**config.mk**
```make
export PLATFORM = sky130hd
export DESIGN_NAME = lsu_align
export DESIGN_NICKNAME = d
export VERILOG_FILES = /design/src/rtl/lsu_align_pkg.sv /design/src/rtl/lsu_ea_gen.sv /design/src/rtl/lsu_store_steer.sv /design/src/rtl/lsu_load_extract.sv /design/src/rtl/lsu_align.sv
export SDC_FILE = /design/constraint.sdc
export NUM_CORES = 1
export LEC_CHECK = 0
export BUFFER_PORTS_ARGS = -buffer_cell sky130_fd_sc_hd__buf_2
export CORE_MARGIN = 4
export CORE_UTILIZATION = 48
export DETAILED_ROUTE_END_ITERATION = 8
export GPL_ROUTABILITY_DRIVEN = 0
export PLACE_DENSITY = 0.85
export REMOVE_ABC_BUFFERS = 1
export SLEW_MARGIN = 20
export SYNTH_ARGS = -nofsm -noshare
export SYNTH_HDL_FRONTEND = slang
export SYNTH_SLANG_ARGS = --single-unit
```
**constraint.sdc**
```tcl
create_clock -name clk -period 3.4 [get_ports clk]
set_input_delay 0.68 -clock clk [delete_from_list [all_inputs] [get_ports clk]]
set_output_delay 0.68 -clock clk [all_outputs]
set_load 0.02 [all_outputs]
```
**src/rtl/lsu_align_pkg.sv**
```systemverilog
package lsu_align_pkg;
  typedef enum logic [1:0] {
    SZ_BYTE = 2'b00,
    SZ_HALF = 2'b01,
    SZ_WORD = 2'b10,
    SZ_RSVD = 2'b11
  } acc_size_e;
endpackage

```
**src/rtl/lsu_ea_gen.sv**
```systemverilog
module lsu_ea_gen
  import lsu_align_pkg::*;
#(
  parameter int ADDR_W = 32,
  parameter int OFF_W  = 16,
  parameter int LB     = 2
) (
  input  logic [ADDR_W-1:0] base,
  input  logic [OFF_W-1:0]  offset,
  input  acc_size_e         size,
  output logic [ADDR_W-1:0] ea,
  output logic              aligned
);
  localparam int EXT_W = ADDR_W - OFF_W;

  always_comb begin
    ea = base + {{EXT_W{offset[OFF_W-1]}}, offset};
    unique case (size)
      SZ_BYTE: aligned = 1'b1;
      SZ_HALF: aligned = ~ea[0];
      SZ_WORD: aligned = (ea[LB-1:0] == '0);
      default: aligned = 1'b0;
    endcase
  end
endmodule

```
**src/rtl/lsu_store_steer.sv**
```systemverilog
module lsu_store_steer
  import lsu_align_pkg::*;
#(
  parameter int DATA_W = 32,
  parameter int LANES  = DATA_W / 8,
  parameter int LB     = $clog2(LANES)
) (
  input  acc_size_e         size,
  input  logic [LB-1:0]     lane,
  input  logic [DATA_W-1:0] src,
  output logic [DATA_W-1:0] wdata,
  output logic [LANES-1:0]  be
);
  for (genvar i = 0; i < LANES; i++) begin : g_lane
    always_comb begin
      unique case (size)
        SZ_BYTE: begin
          wdata[i*8 +: 8] = src[7:0];
          be[i]           = (lane == LB'(i));
        end
        SZ_HALF: begin
          wdata[i*8 +: 8] = src[(i%2)*8 +: 8];
          be[i]           = (lane[LB-1:1] == (LB-1)'(i/2));
        end
        default: begin
          wdata[i*8 +: 8] = src[i*8 +: 8];
          be[i]           = 1'b1;
        end
      endcase
    end
  end
endmodule

```
**src/rtl/lsu_load_extract.sv**
```systemverilog
module lsu_load_extract
  import lsu_align_pkg::*;
#(
  parameter int DATA_W = 32,
  parameter int LANES  = DATA_W / 8,
  parameter int LB     = $clog2(LANES)
) (
  input  acc_size_e         size,
  input  logic [LB-1:0]     lane,
  input  logic              zext,
  input  logic [DATA_W-1:0] word,
  output logic [DATA_W-1:0] result
);
  logic [7:0]  sel_b;
  logic [15:0] sel_h;

  always_comb begin
    sel_b = word[lane*8 +: 8];
    sel_h = word[lane[LB-1:1]*16 +: 16];
    unique case (size)
      SZ_BYTE: result = {{(DATA_W-8){~zext & sel_b[7]}}, sel_b};
      SZ_HALF: result = {{(DATA_W-16){~zext & sel_h[15]}}, sel_h};
      default: result = word;
    endcase
  end
endmodule

```
**src/rtl/lsu_align.sv**
```systemverilog
module lsu_align
  import lsu_align_pkg::*;
#(
  parameter int ADDR_W = 32,
  parameter int DATA_W = 32,
  parameter int OFF_W  = 16,
  localparam int LANES = DATA_W / 8,
  localparam int LB    = $clog2(LANES)
) (
  input  logic              clk,
  input  logic              rst,
  input  logic              req_valid,
  input  logic              req_store,
  input  logic [1:0]        req_size,
  input  logic              req_unsigned,
  input  logic [ADDR_W-1:0] req_base,
  input  logic [OFF_W-1:0]  req_offset,
  input  logic [DATA_W-1:0] req_wdata,
  output logic [ADDR_W-1:0] mem_addr,
  output logic              mem_we,
  output logic              mem_re,
  output logic [LANES-1:0]  mem_be,
  output logic [DATA_W-1:0] mem_wdata,
  input  logic [DATA_W-1:0] mem_rdata,
  output logic              misalign_err,
  output logic              ld_valid,
  output logic [DATA_W-1:0] ld_data
);
  acc_size_e         size_in;
  logic [ADDR_W-1:0] ea;
  logic              aligned;
  logic [DATA_W-1:0] st_wdata;
  logic [LANES-1:0]  st_be;
  logic              st_ok;
  logic              ld_ok;

  // stage-1 context kept for the load return
  logic              ld1_pend;
  logic [LB-1:0]     ld1_lane;
  acc_size_e         ld1_size;
  logic              ld1_zext;
  logic [DATA_W-1:0] ld_ext;

  assign size_in = acc_size_e'(req_size);
  assign st_ok   = req_valid & req_store & aligned;
  assign ld_ok   = req_valid & ~req_store & aligned;

  lsu_ea_gen #(.ADDR_W(ADDR_W), .OFF_W(OFF_W), .LB(LB)) u_ea (
    .base(req_base), .offset(req_offset), .size(size_in),
    .ea(ea), .aligned(aligned)
  );

  lsu_store_steer #(.DATA_W(DATA_W), .LANES(LANES), .LB(LB)) u_steer (
    .size(size_in), .lane(ea[LB-1:0]), .src(req_wdata),
    .wdata(st_wdata), .be(st_be)
  );

  lsu_load_extract #(.DATA_W(DATA_W), .LANES(LANES), .LB(LB)) u_ext (
    .size(ld1_size), .lane(ld1_lane), .zext(ld1_zext),
    .word(mem_rdata), .result(ld_ext)
  );

  always_ff @(posedge clk) begin
    if (rst) begin
      mem_addr     <= '0;
      mem_we       <= 1'b0;
      mem_re       <= 1'b0;
      mem_be       <= '0;
      mem_wdata    <= '0;
      misalign_err <= 1'b0;
      ld1_pend     <= 1'b0;
      ld1_lane     <= '0;
      ld1_size     <= SZ_BYTE;
      ld1_zext     <= 1'b0;
      ld_valid     <= 1'b0;
      ld_data      <= '0;
    end else begin
      mem_addr     <= req_valid ? {ea[ADDR_W-1:LB], LB'(0)} : '0;
      mem_we       <= st_ok;
      mem_re       <= ld_ok;
      mem_be       <= st_ok ? st_be : '0;
      mem_wdata    <= st_ok ? st_wdata : '0;
      misalign_err <= req_valid & ~aligned;
      ld1_pend     <= req_valid & ~req_store;
      ld1_lane     <= ea[LB-1:0];
      ld1_size     <= size_in;
      ld1_zext     <= req_unsigned;
      ld_valid     <= ld1_pend;
      ld_data      <= (ld1_pend & ~misalign_err) ? ld_ext : '0;
    end
  end

  // memory address is always word aligned
  a_r1_addr_aligned: assert property (@(posedge clk) disable iff (rst)
    mem_addr[LB-1:0] == '0);

  // an alignment error never comes with enables or strobes
  a_r5_err_quiet: assert property (@(posedge clk) disable iff (rst)
    misalign_err |-> (!mem_we && !mem_re && mem_be == '0 && mem_wdata == '0));

  // read and write strobes are exclusive
  a_r10_strobe_excl: assert property (@(posedge clk) disable iff (rst)
    !(mem_we && mem_re));

  // a store enables one, two or all lanes, never other counts
  a_r2_be_count: assert property (@(posedge clk) disable iff (rst)
    mem_we |-> ($countones(mem_be) == 1 || $countones(mem_be) == 2
                || $countones(mem_be) == LANES));

  // when exactly two lanes are enabled they form one aligned half
  a_r3_half_pair: assert property (@(posedge clk) disable iff (rst)
    (mem_we && $countones(mem_be) == 2) |-> (mem_be == 4'b0011 || mem_be == 4'b1100));

  // every aligned read yields a load result next cycle
  a_r8_read_returns: assert property (@(posedge clk) disable iff (rst)
    mem_re |=> ld_valid);

  // a misaligned load returns zero
  a_r8_misload_zero: assert property (@(posedge clk) disable iff (rst)
    (misalign_err && ld1_pend) |=> (ld_valid && ld_data == '0));
endmodule

```
==> Flow_metrics.wiki <==
{| class="wikitable"
! Metric !! Value
|-
| Run status || complete, no violations
|-
| Worst setup margin || approximately 0.85 ns
|-
| Share of synthesized flip-flops with an asynchronous set or reset || 0%
|-
| Final hold violation count || 0
|-
| Largest voltage drop on the vdd net || between 200 and 250 µV
|-
| # port buffers || between 200 and 250
|-
| First-pass GRT wire length || between 20 and 25 mm
|-
| Pin count of the biggest net entering global routing || 37
|-
| Core Region || between 0.01 and 0.015 mm²
|-
| Layout net count || slightly below 1000
|-
| Area enclosed by the die boundary || approximately 0.013 mm²
|-
| Required time of the worst setup path || ~3.7 ns
|-
| Total of flip-flops plus latches after synthesis || roughly 110
|-
| Post-layout instance area || ~0.0066 mm²
|-
| Period minus WS final || 2.55 ns
|-
| Total CTS buffers || 9
|-
| Mapped cell area || roughly 0.0052 mm²
|-
| Clock root cell || sky130_fd_sc_hd__clkbuf_8
|-
| Post CTS Setup Buffer Count || 0
|-
| RSZ-0062 raised after global routing || false
|-
| # setup viols final || 0
|-
| Number of global-route vias before repair || between 5000 and 6000
|-
| Final number of max-transition violations || 0
|-
| Placed inst area || 0.00640 mm²
|-
| Clk_lat worst skew || roughly 0.37 ns
|-
| Filler cell count || between 900 and 1000
|-
| Portion of synthesized cell area occupied by the leading cell type || around two fifths
|-
| Area growth syn-to-layout || 27.5%
|-
| Post-Route WL || between 15 and 20 mm
|-
| Antenna Violating Nets Remaining || 0
|-
| Max cap viols || 0
|-
| Final clock period utilization by the worst path || between 70 and 80%
|-
| Commonest cells after routing, fill and taps aside || sky130_fd_sc_hd__buf_2 (220), sky130_fd_sc_hd__dfxtp_1 (108), sky130_fd_sc_hd__nor2_1 (84), sky130_fd_sc_hd__a21oi_1 (75), sky130_fd_sc_hd__nand2_1 (72)
|-
| Starting density of the core || between 40% and 50%
|-
| Synth cell types || 57
|-
| Clock tree from TritonCTS || built
|-
| Fraction of final layout cells with drive strength greater than 1 || 31.0%
|-
| Library cell occupying the most area in the post-synthesis netlist || sky130_fd_sc_hd__dfxtp_1
|-
| Pwr/cell area || 432 mW/mm²
|-
| Static leakage || between 3 and 4 nW
|-
| Width of the chip || 112 µm
|-
| Antenna violations before repair || 0
|-
| Count of flip-flops with a built-in enable after synthesis || 0
|-
| Cell Count Post-Placement || 950
|-
| Summed negative setup slack over all endpoints || 0 ns
|-
| Avg WL per Cell || about 16 µm
|-
| Final standard cell count with taps included and fillers excluded || approximately 970
|-
| Register clock-pin slew on the reported worst setup and hold paths || about 0.12 ns
|-
| Layout Skew || around 0.018 ns
|-
| Cell count after synthesis || 613
|-
| Worst slew margin relative to its limit || around half
|-
| Maximum fanout count along the critical path || 17
|-
| Total vias in the final route || ~5300
|-
| Detailed-placement wirelength estimate || approximately 12 mm
|-
| Aggregate global-route resource usage || about a quarter
|-
| Type of the worst setup path || input pin to flip-flop
|-
| Max clock buf depth || 2
|-
| Antenna Cells || 0
|-
| Commonest non-fill, non-tap cell in the layout || sky130_fd_sc_hd__buf_2
|-
| Drt initial violations || between 500 and 600
|-
| Post-CTS sizing || 0
|-
| Setup crit start kind || input pin
|-
| Most used flip-flop cell after synthesis || sky130_fd_sc_hd__dfxtp_1
|-
| H-tree levels || 3
|-
| Boundary pin count || about 220
|-
| CTS hold repair buffers || 0
|-
| Sequential area share after synthesis || between 40% and 50%
|-
| Worst slack, placed || around 0.47 ns
|-
| Clock tree sinks || between 100 and 150
|-
| Count of TritonRoute iterations in the first routing pass || 5
|-
| Die span in y || 112 µm
|-
| Worst Max-Slew Pin Slew || 0.743 ns
|-
| Average footprint of a synthesized cell || 8.46 µm²
|-
| Number of vias per cell || between 5 and 6
|-
| Remaining DRCs || 0
|-
| Cell types with the largest area share after synthesis || sky130_fd_sc_hd__dfxtp_1 (42%), sky130_fd_sc_hd__ha_1 (7.5%), sky130_fd_sc_hd__a21oi_1 (7.2%)
|-
| Standard-cell row count || 37
|-
| Highest Clock Rate || around 400 MHz
|-
| Global route overflow || 0
|-
| Path type of the worst min-delay path || input pin to flip-flop
|-
| Final core occ || between 60% and 70%
|-
| YS warnings || 0
|-
| Endpoint arrival time on the critical path || 2.83 ns
|-
| Kind of capture point of the worst setup path || flip-flop
|}
## critical path, cell delays in order
cell and delay, ns:
sky130_fd_sc_hd__buf_2 0.31, sky130_fd_sc_hd__ha_1 0.39, sky130_fd_sc_hd__a211oi_1 0.31, sky130_fd_sc_hd__o211ai_1 0.15, sky130_fd_sc_hd__a21boi_0 0.28, sky130_fd_sc_hd__inv_1 0.09, sky130_fd_sc_hd__o2111ai_1 0.28, sky130_fd_sc_hd__a21oi_1 0.11
sky130_fd_sc_hd__a31o_2 0.21
## Yosys cell counts, drive strengths merged, types with 2 or more instances
cell and count:
a31oi 4, a22oi 2, nand2b 5, nor3 7
a211oi 5, ha 31, nand2 72, a21boi 3
a221o 2, o2111ai 2, and3 4, nor2 84
clkbuf 17, a222oi 7, mux2i 18, o21a 3
a21oi 78, xor2 11, o21bai 4, o211ai 6
nand3 5, xnor2 12, a221oi 7, dfxtp 108
a21o 8, inv 17, nand4 5, buf 10
a31o 2, and2 9, nor3b 2, o21ai 44
nor2b 8
## final timing paths
| path | from | end | slack, ns | cells past startpoint |
|---|---|---|---|---|
| worst max register to register | ld1_lane[1] | ld_data[14] | 1.38 | 6 |
| worst min register to register | ld1_pend | ld_valid | 0.52 | 1 |
| worst max-delay path | req_offset[15] | mem_addr[31] | 0.85 | 9 |
| worst min-delay path | req_store | ld1_pend | 0.48 | 2 |
## report_power, final
part	switching, W	internal, W	total (W)
logic	0.000440	0.000277	0.000717
registers	0.0000186	0.00132	0.00134
clock network	0.000506	0.000301	0.000807
total	0.000965	0.00189	0.00286
## cell type report
| cell class | instances | area, µm² | area share (%) |
|---|---|---|---|
| Clock buffer | 9 | 124 | 1.87 |
| Clock inverter | 7 | 86.3 | 1.31 |
| Inverter | 17 | 63.8 | 0.965 |
| Multi-Input combinational cell | 462 | 2850 | 43.1 |
| Sequential cell | 108 | 2160 | 32.7 |
| Tap cell | 136 | 170 | 2.57 |
| Timing Repair Buffer | 227 | 1150 | 17.4 |
## cell families after synthesis
kind of cell / count (synthesis) / share of synthesized area (%)
AOI/OAI and AO/OA: 182 / 22.4
xor gates and xnor gates: 23 / 3.88
adders and majority gates: 32 / 7.86
buffers and inverters: 44 / 3.40
DFF: 108 / 41.7
muxes: 19 / 3.69
other: 1 / 0.0723
and+or+nand+nor: 204 / 17.0
## registers in the layout, indices dropped and copies added (netlist names)
| name | cells |
|---|---|
| ld1_lane | 2 |
| ld1_pend | 1 |
| ld1_size | 2 |
| ld1_zext | 1 |
| ld_data | 32 |
| ld_valid | 1 |
| mem_addr | 30 |
| mem_be | 4 |
| mem_re | 1 |
| mem_wdata | 32 |
| mem_we | 1 |
| misalign_err | 1 |
## routing by layer
metal	wire length (µm)	share of wire, %	global-route usage (%)
met3	1300	8.4	4.29
met5	0	0	0
met4	303	2.0	6.89
met1	6110	40	28.8
met2	7730	50	42.4
## stage by stage
stage,hold slack [ns],total power [W]
after global routing,0.479,0.00301
after floorplan,0.445,0.00182
after global placement,0.492,0.00206
after detailed placement,0.500,0.00207
after CTS,0.465,0.00287
final,0.481,0.00286
No activity file was read; power rests on OpenSTA's default activity.
